File: src/rtl/pal_pkg.sv
package pal_pkg;
  typedef struct packed {
    logic       capEn;
    logic [1:0] capSel;
    logic       commit;
  } dp_strobe_t;
endpackage

File: src/rtl/pal_ctrl.sv
module pal_ctrl
  import pal_pkg::*;
#(
  parameter int TABLE_DEPTH = 15,
  parameter int IDX_W       = 5,
  parameter int SLOT_W      = 4
) (
  input  logic              clk,
  input  logic              rst_n,
  input  logic              idxWrEn,
  input  logic [IDX_W-1:0]  idxWrData,
  input  logic              wordWrEn,
  input  logic [SLOT_W-1:0] maxAttrIdx,
  output dp_strobe_t        strobe,
  output logic              tblWrEn,
  output logic [$clog2(TABLE_DEPTH)-1:0] tblIdx,
  output logic              immWrEn,
  output logic [SLOT_W-1:0] immSlot,
  output logic              vtxReady,
  output logic              vtxRestart,
  output logic              pipeResetReq,
  output logic              idxError,
  output logic [IDX_W-1:0]  setupIdx
);
  localparam int TIDX_W = $clog2(TABLE_DEPTH);
  localparam logic [IDX_W-1:0] IMM_IDX = IDX_W'(TABLE_DEPTH);

  logic [1:0]        wordCnt;
  logic [SLOT_W-1:0] slotCnt;

  always_comb begin
    strobe.capEn  = wordWrEn & ~idxWrEn;
    strobe.capSel = wordCnt;
    strobe.commit = wordWrEn & ~idxWrEn & (wordCnt == 2'd2);
  end

  always_ff @(posedge clk or negedge rst_n) begin
    if (!rst_n) begin
      wordCnt      <= '0;
      slotCnt      <= '0;
      setupIdx     <= '0;
      pipeResetReq <= 1'b0;
      tblWrEn      <= 1'b0;
      tblIdx       <= '0;
      immWrEn      <= 1'b0;
      immSlot      <= '0;
      vtxReady     <= 1'b0;
      vtxRestart   <= 1'b0;
      idxError     <= 1'b0;
    end else begin
      tblWrEn    <= 1'b0;
      immWrEn    <= 1'b0;
      vtxReady   <= 1'b0;
      vtxRestart <= 1'b0;
      idxError   <= 1'b0;
      if (idxWrEn) begin
        setupIdx     <= idxWrData;
        wordCnt      <= '0;
        slotCnt      <= '0;
        pipeResetReq <= 1'b1;
      end else if (strobe.commit) begin
        wordCnt <= '0;
        if (setupIdx > IMM_IDX) begin
          idxError <= 1'b1;
        end else if (setupIdx < IMM_IDX) begin
          tblWrEn  <= 1'b1;
          tblIdx   <= setupIdx[TIDX_W-1:0];
          setupIdx <= setupIdx + 1'b1;
        end else begin
          immWrEn <= 1'b1;
          immSlot <= slotCnt;
          if (slotCnt >= maxAttrIdx) begin
            slotCnt      <= '0;
            vtxReady     <= 1'b1;
            vtxRestart   <= pipeResetReq;
            pipeResetReq <= 1'b0;
          end else begin
            slotCnt <= slotCnt + 1'b1;
          end
        end
      end else if (strobe.capEn) begin
        wordCnt <= wordCnt + 1'b1;
      end
    end
  end

  // the word counter never reaches 3
  a_r1_cnt_range: assert property (@(posedge clk) disable iff (!rst_n)
    wordCnt != 2'd3);
  // an error is flagged only while the index is out of range
  a_r4_err_idx: assert property (@(posedge clk) disable iff (!rst_n)
    idxError |-> (setupIdx > IMM_IDX));
  // a table write leaves the index one past the written entry
  a_r5_idx_step: assert property (@(posedge clk) disable iff (!rst_n)
    tblWrEn |-> (setupIdx == IDX_W'({1'b0, tblIdx}) + 1'b1));
  // one destination at most per vector
  a_r3_one_dest: assert property (@(posedge clk) disable iff (!rst_n)
    $onehot0({tblWrEn, immWrEn, idxError}));
  // a vertex pulse comes with an immediate write and a wrapped counter
  a_r7_vtx_wrap: assert property (@(posedge clk) disable iff (!rst_n)
    vtxReady |-> (immWrEn && slotCnt == '0));
  // the reset request is gone once a vertex is issued
  a_r8_req_clear: assert property (@(posedge clk) disable iff (!rst_n)
    vtxReady |-> !pipeResetReq);
  // after an index write the word counter starts over
  a_r9_idx_clears: assert property (@(posedge clk) disable iff (!rst_n)
    $past(idxWrEn) |-> (wordCnt == 2'd0 && slotCnt == '0));
endmodule

File: src/rtl/pal_datapath.sv
module pal_datapath
  import pal_pkg::*;
#(
  parameter int WORD_W = 32,
  parameter int COMP_W = 24
) (
  input  logic                clk,
  input  logic                rst_n,
  input  dp_strobe_t          strobe,
  input  logic [WORD_W-1:0]   wordWrData,
  output logic [4*COMP_W-1:0] attrVec
);
  localparam int VEC_W = 4 * COMP_W;

  logic [WORD_W-1:0] word0, word1;
  logic [3*WORD_W-1:0] packedBits;
  logic [VEC_W-1:0] unpacked;

  assign packedBits = {word0, word1, wordWrData};

  // component k (0 = x .. 3 = w) lies k components up from the last word's LSB
  for (genvar k = 0; k < 4; k++) begin : g_comp
    assign unpacked[k*COMP_W +: COMP_W] = packedBits[k*COMP_W +: COMP_W];
  end

  always_ff @(posedge clk or negedge rst_n) begin
    if (!rst_n) begin
      word0   <= '0;
      word1   <= '0;
      attrVec <= '0;
    end else if (strobe.capEn) begin
      if (strobe.capSel == 2'd0) word0 <= wordWrData;
      if (strobe.capSel == 2'd1) word1 <= wordWrData;
      if (strobe.commit) attrVec <= unpacked;
    end
  end

  // the vector holds between completed vectors
  a_r3_vec_hold: assert property (@(posedge clk) disable iff (!rst_n)
    !$past(strobe.commit) |-> $stable(attrVec));
  // the x component is the low part of the completing word
  a_r2_x_field: assert property (@(posedge clk) disable iff (!rst_n)
    $past(strobe.commit) |-> (attrVec[COMP_W-1:0] == $past(wordWrData[COMP_W-1:0])));
endmodule

File: src/rtl/packed_attr_loader.sv
module packed_attr_loader
  import pal_pkg::*;
#(
  parameter int TABLE_DEPTH = 15,
  parameter int IDX_W       = 5,
  parameter int SLOT_W      = 4,
  parameter int WORD_W      = 32,
  parameter int COMP_W      = 24
) (
  input  logic                clk,
  input  logic                rst_n,
  input  logic                idxWrEn,
  input  logic [IDX_W-1:0]    idxWrData,
  input  logic                wordWrEn,
  input  logic [WORD_W-1:0]   wordWrData,
  input  logic [SLOT_W-1:0]   maxAttrIdx,
  output logic                tblWrEn,
  output logic [$clog2(TABLE_DEPTH)-1:0] tblIdx,
  output logic                immWrEn,
  output logic [SLOT_W-1:0]   immSlot,
  output logic [4*COMP_W-1:0] attrVec,
  output logic                vtxReady,
  output logic                vtxRestart,
  output logic                pipeResetReq,
  output logic                idxError,
  output logic [IDX_W-1:0]    setupIdx
);
  dp_strobe_t strobe;

  pal_ctrl #(.TABLE_DEPTH(TABLE_DEPTH), .IDX_W(IDX_W), .SLOT_W(SLOT_W)) u_ctrl (
    .clk(clk), .rst_n(rst_n), .idxWrEn(idxWrEn), .idxWrData(idxWrData),
    .wordWrEn(wordWrEn), .maxAttrIdx(maxAttrIdx), .strobe(strobe),
    .tblWrEn(tblWrEn), .tblIdx(tblIdx), .immWrEn(immWrEn), .immSlot(immSlot),
    .vtxReady(vtxReady), .vtxRestart(vtxRestart), .pipeResetReq(pipeResetReq),
    .idxError(idxError), .setupIdx(setupIdx)
  );

  pal_datapath #(.WORD_W(WORD_W), .COMP_W(COMP_W)) u_dp (
    .clk(clk), .rst_n(rst_n), .strobe(strobe), .wordWrData(wordWrData),
    .attrVec(attrVec)
  );
endmodule

File: config.mk
export PLATFORM = sky130hd
export DESIGN_NAME = packed_attr_loader
export DESIGN_NICKNAME = d
export VERILOG_FILES = /design/src/rtl/pal_pkg.sv /design/src/rtl/pal_ctrl.sv /design/src/rtl/pal_datapath.sv /design/src/rtl/packed_attr_loader.sv
export SDC_FILE = /design/constraint.sdc
export NUM_CORES = 1
export LEC_CHECK = 0
export ABC_AREA = 1
export BUFFER_PORTS_ARGS = -buffer_cell sky130_fd_sc_hd__clkbuf_2
export CAP_MARGIN = 25
export CORE_MARGIN = 4
export CORE_UTILIZATION = 50
export DETAILED_ROUTE_END_ITERATION = 16
export PLACE_DENSITY = 0.81
export REMOVE_ABC_BUFFERS = 1
export SLEW_MARGIN = 20
export SYNTH_ARGS = -nofsm -noshare
export SYNTH_HDL_FRONTEND = slang
export SYNTH_HIERARCHICAL = 1
export SYNTH_SLANG_ARGS = --single-unit
File: constraint.sdc
create_clock -name clk -period 3.8 [get_ports clk]
set_clock_uncertainty 0.2 [all_clocks]
set_input_delay 0.19 -clock clk [delete_from_list [all_inputs] [get_ports clk]]
set_output_delay 0.19 -clock clk [all_outputs]
set_load 0.1 [all_outputs]
## Word level (Yosys, flattened, before mapping)

Index checks and enable logic that the tools add are counted.

- $lt $le $gt $ge: 3
- Equal/unequal tests: 4
- Bitwise gates (word level): 5
- Reduce and logical (&&, ||, !) cells: 13
- Multiplexer cells: 38
- Add/subtract/negate cells: 3

Operators with widths:

| cell | number |
|---|---|
| 1-bit 2-to-1 mux | 26 |
| 4-bit 2-to-1 mux | 5 |
| 5-bit 2-to-1 mux | 4 |
| 4-bit AND reduction | 3 |
| 2-bit 2-to-1 mux | 3 |
| 2-bit AND reduction | 3 |
| 3-bit AND reduction | 2 |
| 2-bit nonzero test | 3 |
| 5-bit by 1-bit adder with 5-bit output (second input constant) | 1 |
| 5-bit by 4-bit > comparator with 1-bit output (second input constant) | 1 |
| 5-bit by 4-bit < comparator with 1-bit output (second input constant) | 1 |
| 4-bit by 1-bit adder with 4-bit output (second input constant) | 1 |
| 4-bit >= comparator | 1 |
| 2-bit inequality test (second input constant) | 2 |
| 1-bit NOT | 3 |
| 3-bit nonzero test | 1 |
| 2-bit by 1-bit adder with 2-bit output (second input constant) | 1 |
| 1-bit AND | 2 |
| 2-bit by 1-bit equality test with 1-bit output (second input constant) | 1 |
| 2-bit equality test (second input constant) | 1 |
| 2-bit zero test | 1 |

- Word-level logic and storage cells: 80
- Input bits: 45
- Output and inout bits: 115
- Register bits: 185

## Logic depth before layout (Yosys ltp)

Gate-level depths: netlist of the first run.

- Depth after elaboration: 6
- Gate-level depth with buffers: 11
- Depth with buffers taken out: 11

## By module

Netlist of the first run, hierarchy kept.

By module, submodules not included:

| module | times used | cells an instance | sequential area each (um2) | area an instance (um2) |
|---|---|---|---|---|
| pal_datapath | 1 | 700 | 4003.8 | 6373.6 |
| pal_ctrl | 1 | 152 | 625.6 | 1292.5 |

## Least setup slack after synthesis of the first run

Ideal clock, no wire load.

- Kind: register -> register
- Start point: reg u_ctrl.setupIdx[0]
- End point: reg u_ctrl.pipeResetReq
- Period minus slack after synthesis: 2408 ps
- Required time: 3478 ps
- Setup slack: 1392 ps
- Data arrival time: 2086 ps
- Library setup time: 122 ps
- Path buffers: 0
- Stages on the path, launching flop included: 12
- Path through: dfrtp_1 -> ha_1 -> nand2_1 -> nor2_1 -> ha_1 -> inv_1 -> nor2_4 -> nand2_2 -> inv_2 -> nand2_1 -> nand2_1 -> nand2_1

- Cells in the longest elaborated chain, start to end: 3
- Elaborated cells on any way between the ends: 5
- Those cells by class: order compare: 2; eq/ne: 2; reduce/logical: 1

Ends and longest elaborated chain:

| what | line | RTL |
|---|---|---|
| start, declared | pal_ctrl.sv:23 | `output logic [IDX_W-1:0] setupIdx` |
| start signal, assigned | pal_ctrl.sv:57 | `setupIdx <= idxWrData;` |
| start signal, assigned | pal_ctrl.sv:68 | `setupIdx <= setupIdx + 1'b1;` |
| 5-bit by 4-bit > comparator with 1-bit output / 5-bit by 4-bit < comparator with 1-bit output (equally long branches) | pal_ctrl.sv:63, pal_ctrl.sv:65 |  |
| 2-bit inequality test (no source line) | n/a |  |
| 4-bit AND reduction (no source line) (*) | n/a |  |
| end signal, assigned | pal_ctrl.sv:42 | `pipeResetReq <= 1'b0;` |
| end signal, assigned | pal_ctrl.sv:60 | `pipeResetReq <= 1'b1;` |
| end signal, assigned | pal_ctrl.sv:76 | `pipeResetReq <= 1'b0;` |
| end, declared | pal_ctrl.sv:21 | `output logic pipeResetReq,` |

Every way passes the cells marked *; elsewhere a longest branch is shown, timed or not.
A chain may end at the register's enable or synchronous reset.

==> metrics.md, run 1 <==
| Metric | Value |
|---|---|
| Global Route Usage Sum | roughly 22% |
| Comb pwr share | 25.0% |
| IO Pins | 160 |
| # rows | 44 |
| Final Total Pwr | roughly 0.0055 W |
| Total setup buffers inserted after CTS | 0 |
| VDD IR-drop max | between 0.0003 and 0.0004 V |
| Reg power frac | 43.5% |
| Largest net degree at the start of global routing | roughly 130 |
| Syn. warnings | 6 |
| Mean Syn Cell Area | approximately 9.0 µm² |
| Post-synth top area share | approximately three fifths |
| DR pass1 iterations | 5 |
| Most frequent cell after synthesis | nand2_1 |
| WS Path Type | in -> reg |
| ANT cells | 0 |
| Hold slack | 0.0263 ns |
| Drt first-iter violations | between 500 and 600 |
| Clk sinks | about 190 |
| FMAX | ~370 MHz |
| Initial antenna violation count | 0 |
| Synth Instances | roughly 850 |
| Worst R2R Path Depth | 9 |
| Switching part of the total | between 30% and 40% |
| Cts bufs inserted | 17 |
| CTS clk-pin slew, worst paths | approximately 0.07 ns |
| RSZ-0062 raised after global routing | false |
| Core ar. | about 15000 µm² |
| CTS tree | done |
| Die area | around 17000 µm² |
| Asr flop ratio synth | 100% |
| Post-route antenna net violation count | 0 |
| Outcome | finished clean |
| Sw Pwr | between 0.0015 and 0.002 W |
| Worst Hold Class | in -> reg |
| Most frequent cells after synthesis | nand2_1, dfrtp_1, nand3_1 |
| Top FF cell, synth | dfrtp_1 |
| Int Power | about 0.0035 W |
| Hold Crit Depth | 5 |
| Worst Tran Pin Value | around 0.87 ns |
| Die width | 132 µm |
| Setup crit end kind | register |
| First-pass GRT wire length | about 31000 µm |
| P&R area growth vs syn | 23.6% |
| Initial Util | 52.0% |
| Die H | between 100 and 150 µm |
| Data arrival, critical path | roughly 2.8 ns |
| Wire length per cell | ~16 µm |
| Final Cycle Share | ~72% |
| Routability congestion estimate | slightly above 0.8 |
| Clock Power Share | a little under a third |
| Synth area leaders | dfrtp_1, nand2_1, nand3_1 |
| IO Port Bufs | ~160 |
| Hpwl dp | between 10000 and 15000 µm |
| Max-slew headroom | a little over two fifths |
| Post-Syn Area | approximately 7700 µm² |
| Final WL | ~19000 µm |
| Crit start category | input port |
| Post-synth EDFFs | 0 |
| Filler cell count in the final layout | 1213 |
| Max-Cap Viols | 0 |
| DRC viols | 0 |
| Final-report setup violation count | 0 |
| Sequential cell area | between 4000 and 5000 µm² |
| Lkg Pwr | ~5.4 nW |
| Vias in the first global route | between 6000 and 7000 |
| Maximum clock insertion buffer count | 2 |
| Biggest area consumer among synthesized cells | dfrtp_1 |
| Sequential element share of the synthesized area | approximately three fifths |
| WP data required | approximately 4 ns |
| Final Slew Violations | 0 |
| CP max FO | 79 |
| Vias per cell | roughly 5.2 |
| Clock Latency Late Sink | about 0.42 ns |
| Via Count | between 6000 and 7000 |
| Multi-input gate area | 2640 µm² |
| Power per standard cell area | between 500 and 600 nW/µm² |
| Nets@finish | roughly 1100 |
| # resized after CTS | 0 |
| H-tree depth | 4 |
| Layout cell share with drive strength beyond 1 | between 20% and 30% |
| Hold buffers post-CTS | 39 |
| Final hold vios | 0 |
| Synth cell types | 25 |
| Flops & latches, synth | 185 |
| CTS Root Cell | clkbuf_16 |
| Crit path time final | 2.73 ns |
| GRT overflow | 0 |
[sequential cells by signal (all words and copies together), names as in the netlist]
name                 cells
u_ctrl/vtxReady          1
u_ctrl/setupIdx          5
u_ctrl/idxError          1
u_ctrl/tblWrEn           1
u_dp/word0              32
u_dp/word1              32
u_ctrl/pipeResetReq      1
u_ctrl/immWrEn           1
u_ctrl/tblIdx            4
u_dp/attrVec            96
u_ctrl/immSlot           4
u_ctrl/slotCnt           4
u_ctrl/vtxRestart        1
u_ctrl/wordCnt           2
[critical path: stages]
cell and delay (ns):
dlygate4sd3_1 0.53, clkbuf_2 0.10, inv_1 0.09, nor2_8 0.13, buf_4 0.62, nand3_2 0.81, nand2_1 0.26, nand2_1 0.09
[area by class of cell]
cell class / count / share of cell area [%]
clock buffer: 23 / 5.15
clock inverter: 8 / 0.990
inverter: 23 / 0.924
multi-input combinational: 586 / 27.8
sequential: 185 / 48.9
tap: 184 / 2.43
timing repair buffer: 207 / 13.8
[through the flow]
stage               setup slack (ns)  utilization, %  cell area [µm²]  setup TNS [ns]  cells
finish                          1.07            64.2             9480               0   1216
detailed placement              1.14            57.4             8480               0   1145
global placement                1.20            57.4             8480               0   1145
floorplan                     -0.597               -             7350          -57.42    794
global route                   0.883            64.2             9480               0   1216
CTS                             1.11            64.0             9450               0   1215
[worst paths after layout]
kind                              startpoint            endpoint  slack, ns
setup / recovery                    wordWrEn       u_dp/word1[4]       1.07
hold / removal                       idxWrEn  u_ctrl/setupIdx[0]       0.03
setup reg to reg           u_ctrl/wordCnt[1]  u_ctrl/setupIdx[1]       1.36
hold reg to reg                u_dp/word1[9]       u_dp/word1[9]       0.27
max in group asynchronous              rst_n    u_dp/attrVec[41]       2.29
min in group asynchronous              rst_n     u_dp/attrVec[8]       0.04
[per-layer routing]
layer / vias to the layer above / routed length [µm] / GRT usage [%]
li1: 3084 / - / -
met1: 3042 / 8050 / 29.3
met2: 220 / 9450 / 35.7
met3: 28 / 1110 / 5.27
met4: 0 / 332 / 7.76
met5: - / 0 / 0
[logic make-up after synthesis]
group / count (synthesis) / share of synthesized area [%]
simple gates: 564 / 32.0
flops: 185 / 60.4
buf+inv: 81 / 5.27
compound gates: 12 / 0.849
fa+ha+maj: 7 / 1.14
xor+xnor: 3 / 0.343
[layout by cell type (no fill, tap or decap)]
cell type / synthesis / routed
nor2_8: 1 / 1
bufinv_16: 0 / 2
nor2_1: 9 / 9
buf_4: 10 / 6
o21ai_0: 8 / 8
nor3_1: 1 / 1
dlygate4sd3_1: 0 / 39
inv_1: 21 / 20
clkbuf_2: 0 / 158
clkbuf_1: 9 / 2
nand2_2: 4 / 4
clkbuf_16: 0 / 17
nand3_2: 0 / 1
clkinv_2: 0 / 6
clkinv_4: 0 / 1
clkbuf_8: 0 / 5
nand2_4: 3 / 3
ha_1: 7 / 7
dfrtp_2: 0 / 1
buf_16: 0 / 1
o21a_1: 1 / 1
nand2_1: 366 / 366
nor2_4: 3 / 3
xor2_1: 2 / 2
o21ai_1: 1 / 1
inv_2: 2 / 2
nand3_1: 143 / 142
buf_12: 0 / 2
dfrtp_1: 185 / 184
a21boi_0: 1 / 1
a21oi_1: 1 / 1
nand4_1: 34 / 34
xnor2_1: 1 / 1
[power by group through the flow]
stage / sequential (W) / clock (W) / combinational, W
2_1_floorplan: 0.00317 / 0 / 0.000278
3_3_place_gp: 0.00242 / 0 / 0.00132
5_1_grt: 0.00243 / 0.00185 / 0.00146
6_report: 0.00240 / 0.00174 / 0.00138
4_1_cts: 0.00240 / 0.00177 / 0.00138
3_5_place_dp: 0.00243 / 0 / 0.00134
Note: power is estimated with default switching activity, not from simulation.
==> inputs of run 2 (changes only) <==
--- a/config.mk
+++ b/config.mk
@@ -5,13 +5,13 @@
 export SDC_FILE = /design/constraint.sdc
 export NUM_CORES = 1
 export LEC_CHECK = 0
-export ABC_AREA = 1
+export ABC_AREA = 0
 export BUFFER_PORTS_ARGS = -buffer_cell sky130_fd_sc_hd__clkbuf_2
 export CAP_MARGIN = 25
 export CORE_MARGIN = 4
 export CORE_UTILIZATION = 50
 export DETAILED_ROUTE_END_ITERATION = 16
-export PLACE_DENSITY = 0.81
+export PLACE_DENSITY = 0.82
 export REMOVE_ABC_BUFFERS = 1
 export SLEW_MARGIN = 20
 export SYNTH_ARGS = -nofsm -noshare
==> constraint.sdc (replaced) <==
create_clock -name clk -period 2.6 [get_ports clk]
set_clock_uncertainty 0.2 [all_clocks]
set_input_delay 0.13 -clock clk [delete_from_list [all_inputs] [get_ports clk]]
set_output_delay 0.13 -clock clk [all_outputs]
set_load 0.1 [all_outputs]
==> run 2 against run 1 <==
Compared with the run above:
- cell count is 29% lower
- via count is 29% lower
- die area is 5.6% lower
- first-iteration DRC count is 59% lower
- largest power group unchanged
==> metrics.md, run 2 <==
| Metric | Value |
|---|---|
| Worst path cell trace | dlygate4sd3_1, clkbuf_2, and4bb_1, nand2_4, buf_12, mux2_2 |
| Core ar. | 14000 µm² (-5.2%) |
| Worst Tran Pin Value | 0.655 ns (-0.214 ns) |
| Int Power | 0.00538 W (+53%) |
| Synth area leaders | dfrtp_1, mux2_2, buf_6 |
| RSZ-0062 raised after global routing | false |
| Syn. warnings | 6 (unchanged) |
| GRT overflow | 0 (unchanged) |
| Top FF cell, synth | dfrtp_1 |
| Setup slack after layout | 0.374 ns (-0.700 ns) |
| Largest net degree at the start of global routing | 97 (-26%) |
| H-tree depth | 4 (unchanged) |
| Most frequent cells after synthesis | dfrtp_1, mux2_2, nand2_1 |
| Placed Area | 8160 µm² (-3.7%) |
| Largest reg by FF count | u_dp/attrVec |
| # rows | 43 (-2.3%) |
| Clk sinks | 185 (unchanged) |
| Sequential cell area | 4630 µm² (about the same) |
| Final-report setup violation count | 0 (unchanged) |
| Outcome | finished clean |
| CTS clk-pin slew, worst paths | 0.06 ns (about the same) |
| Initial antenna violation count | 0 (unchanged) |
| Crit start category | input port |
| Mean Syn Cell Area | 15.6 µm² (+73%) |
| Wire length per cell | 17.1 µm (+10%) |
| Max-slew headroom | 56.4% (+14 points) |
| Cts bufs inserted | 17 (unchanged) |
| Final instance area | 9190 µm² (-3.0%) |
| Largest regs | u_dp/attrVec x96, u_dp/word0 x32, u_dp/word1 x32 |
| FMAX | ~450 MHz |
| First-pass GRT wire length | 24100 µm (-23%) |
| Layout cell share with drive strength beyond 1 | 52.9% (+32 points) |
| P&R area growth vs syn | 27.5% |
| Post-synth EDFFs | 0 (unchanged) |
| CP max-delay cell | dlygate4sd3_1 |
| Setup crit end kind | register |
| Reg power frac | 43.1% (-0.4 points) |
| Commonest non-fill, non-tap cells in the layout | dfrtp_1, clkbuf_2, mux2_2 |
| IO Pins | 160 (unchanged) |
| Final Cycle Share | between 80% and 90% |
| Flops & latches, synth | 185 (unchanged) |
| Final Slew Violations | 0 (unchanged) |
| Most frequent cell after synthesis | dfrtp_1 |
| Lkg Pwr | 4.81 nW (-12%) |
| ANT cells | 0 (unchanged) |
| Worst Hold Class | in -> async |
| DR pass1 iterations | 4 (-1) |
| Max-Cap Viols | 0 (unchanged) |
| Final hold vios | 0 (unchanged) |
| CP max FO | 96 (+22%) |
| Power per standard cell area | 886 nW/µm² (+52%) |
| CTS tree | done |
| Die area | 16400 µm² (-5.6%) |
| CTS Root Cell | clkbuf_16 |
| Maximum clock insertion buffer count | 2 (unchanged) |
| Crit path time final | approximately 2.2 ns |
| Final WL | 14800 µm (-22%) |
| Clock Latency Late Sink | 0.42 ns (about the same) |
| Max FFs per register | 96 (unchanged) |
| Data arrival, critical path | 2.32 ns (-0.50 ns) |
| Switching part of the total | 34.0% (-2.3 points) |
| Sw Pwr | 0.00277 W (+38%) |
| DRC viols | 0 (unchanged) |
| WS Path Type | in -> reg |
| Sequential element share of the synthesized area | 64.2% (+3.8 points) |
| Biggest area consumer among synthesized cells | dfrtp_1 |
| WP data required | 2.69 ns (-1.21 ns) |
| Post-route antenna net violation count | 0 (unchanged) |
| Filler cell count in the final layout | 991 (-18%) |
| Asr flop ratio synth | 100% (unchanged) |
| Slowest stage delay, CP | 0.52 ns (-0.29 ns) |
| Multi-input gate area | 2370 µm² (-10%) |
| Nets@finish | 721 (-33%) |
| Setup WS pre-CTS | 0.477 ns (-0.665 ns) |
| # resized after CTS | 0 (unchanged) |
| Most common cell after layout, fill and taps aside | dfrtp_1 |
| Post-Syn Area | 7210 µm² (-6.0%) |
| VDD IR-drop max | 0.000521 V (+73%) |
| Comb pwr share | 24.5% (-0.5 points) |
| Vias per cell | 5.24 (about the same) |
| Routability congestion estimate | 0.816 (about the same) |
| Vias in the first global route | 4820 (-22%) |
| Synth Instances | 463 (-46%) |
| Drt first-iter violations | 234 (-59%) |
| Post-synth top area share | 64.2% (+3.8 points) |
| Via Count | 4521 (-29%) |
| Synth cell types | 41 (+64%) |
| Die width | 128 µm (-2.8%) |
| Global Route Usage Sum | 18.7% (-3.3 points) |
| Initial Util | 51.5% (-0.43 points) |
| Hpwl dp | 9570 µm (-15%) |
| IO Port Bufs | 159 (unchanged) |
| Die H | 128 µm (-2.8%) |
| Clock Power Share | 32.4% (+0.9 points) |
[run 2: cell types whose count changed after synthesis, sizes merged, moves of 3 or more]
cell	previous run	this run
nand2	373	32
mux2	0	160
nand3	143	4
nand4	34	1
buf	49	18
inv	23	11
clkbuf	9	1
o21ai	9	1
a21oi	1	6
nor2	13	9
nor3b	0	3
[run 2: worst max-delay path, delay by kind of cell]
kind | cells | cell delay (ns)
muxes | 1 | 0.41
and+or+nand+nor | 2 | 0.47
buffers and inverters | 3 | 1.19
[run 2: layer usage]
| metal | global-route usage [%] | wire length (µm) | vias to the layer above |
|---|---|---|---|
| met3 | 6.50 | 1130 | 15 |
| li1 | - | - | 2045 |
| met1 | 23.6 | 6090 | 2305 |
| met5 | 0 | 0 | - |
| met4 | 5.18 | 150 | 0 |
| met2 | 30.9 | 7410 | 156 |
[run 2: stage by stage]
| step | cells | util, % | hold slack (ns) | power, W | setup TNS, ns |
|---|---|---|---|---|---|
| 6_report | 862 | 65.7 | 0.0887 | 0.00815 | 0 |
| 5_1_grt | 862 | 65.7 | 0.123 | 0.00848 | 0 |
| 4_1_cts | 862 | 65.7 | 0.105 | 0.00822 | 0 |
| 3_5_place_dp | 788 | 58.3 | -0.0102 | 0.00552 | 0 |
| 3_3_place_gp | 788 | 58.3 | -0.0281 | 0.00544 | 0 |
| 2_1_floorplan | 444 | - | -0.366 | 0.00508 | -99.51 |
[run 2: logic make-up after synthesis]
| kind of cell | count (synthesis) | synth area share, % |
|---|---|---|
| flip-flops | 185 | 64.2 |
| multiplexers | 160 | 25.0 |
| AND/OR/NAND/NOR | 59 | 4.18 |
| buffers and inverters | 30 | 2.95 |
| AO/OA/AOI/OAI | 22 | 2.43 |
| adder cells (fa/ha/maj) | 7 | 1.22 |
[run 2: power groups by stage]
stage          Sequential, W  Clock, W  Combinational [W]
2_1_floorplan        0.00465         0           0.000422
3_3_place_gp         0.00353         0            0.00191
3_5_place_dp         0.00357         0            0.00195
4_1_cts              0.00352   0.00270            0.00201
5_1_grt              0.00356   0.00284            0.00209
6_report             0.00352   0.00264            0.00199
[run 2: worst paths after layout]
path / startpoint / to / slack [ns] / cells after the start
max in group asynchronous: rst_n / u_dp/word0[8] / 1.34 / 3
hold reg to reg: u_dp/word0[5] / u_dp/word0[5] / 0.28 / 1
hold / removal: rst_n / u_dp/attrVec[74] / 0.09 / 2
min in group clk: maxAttrIdx[1] / u_ctrl/slotCnt[2] / 0.26 / 6
setup / recovery: idxWrEn / u_dp/attrVec[31] / 0.37 / 6
setup reg to reg: u_ctrl/wordCnt[0] / u_dp/attrVec[31] / 0.42 / 4
[run 2: final cells by class]
cell class,count,share of cell area [%]
well taps,180,2.45
inverters,11,0.449
clock inverters,11,1.55
multi-input cells,248,25.8
clock buffers,21,5.12
repair buffers,206,14.3
flip-flops and latches,185,50.4
[run 2: what timing repair did]
item / in CTS / in global routing
endpoints found under the hold margin: 174 / 0
buffers inserted: 0 / 0
hold buffers: 42 / 0
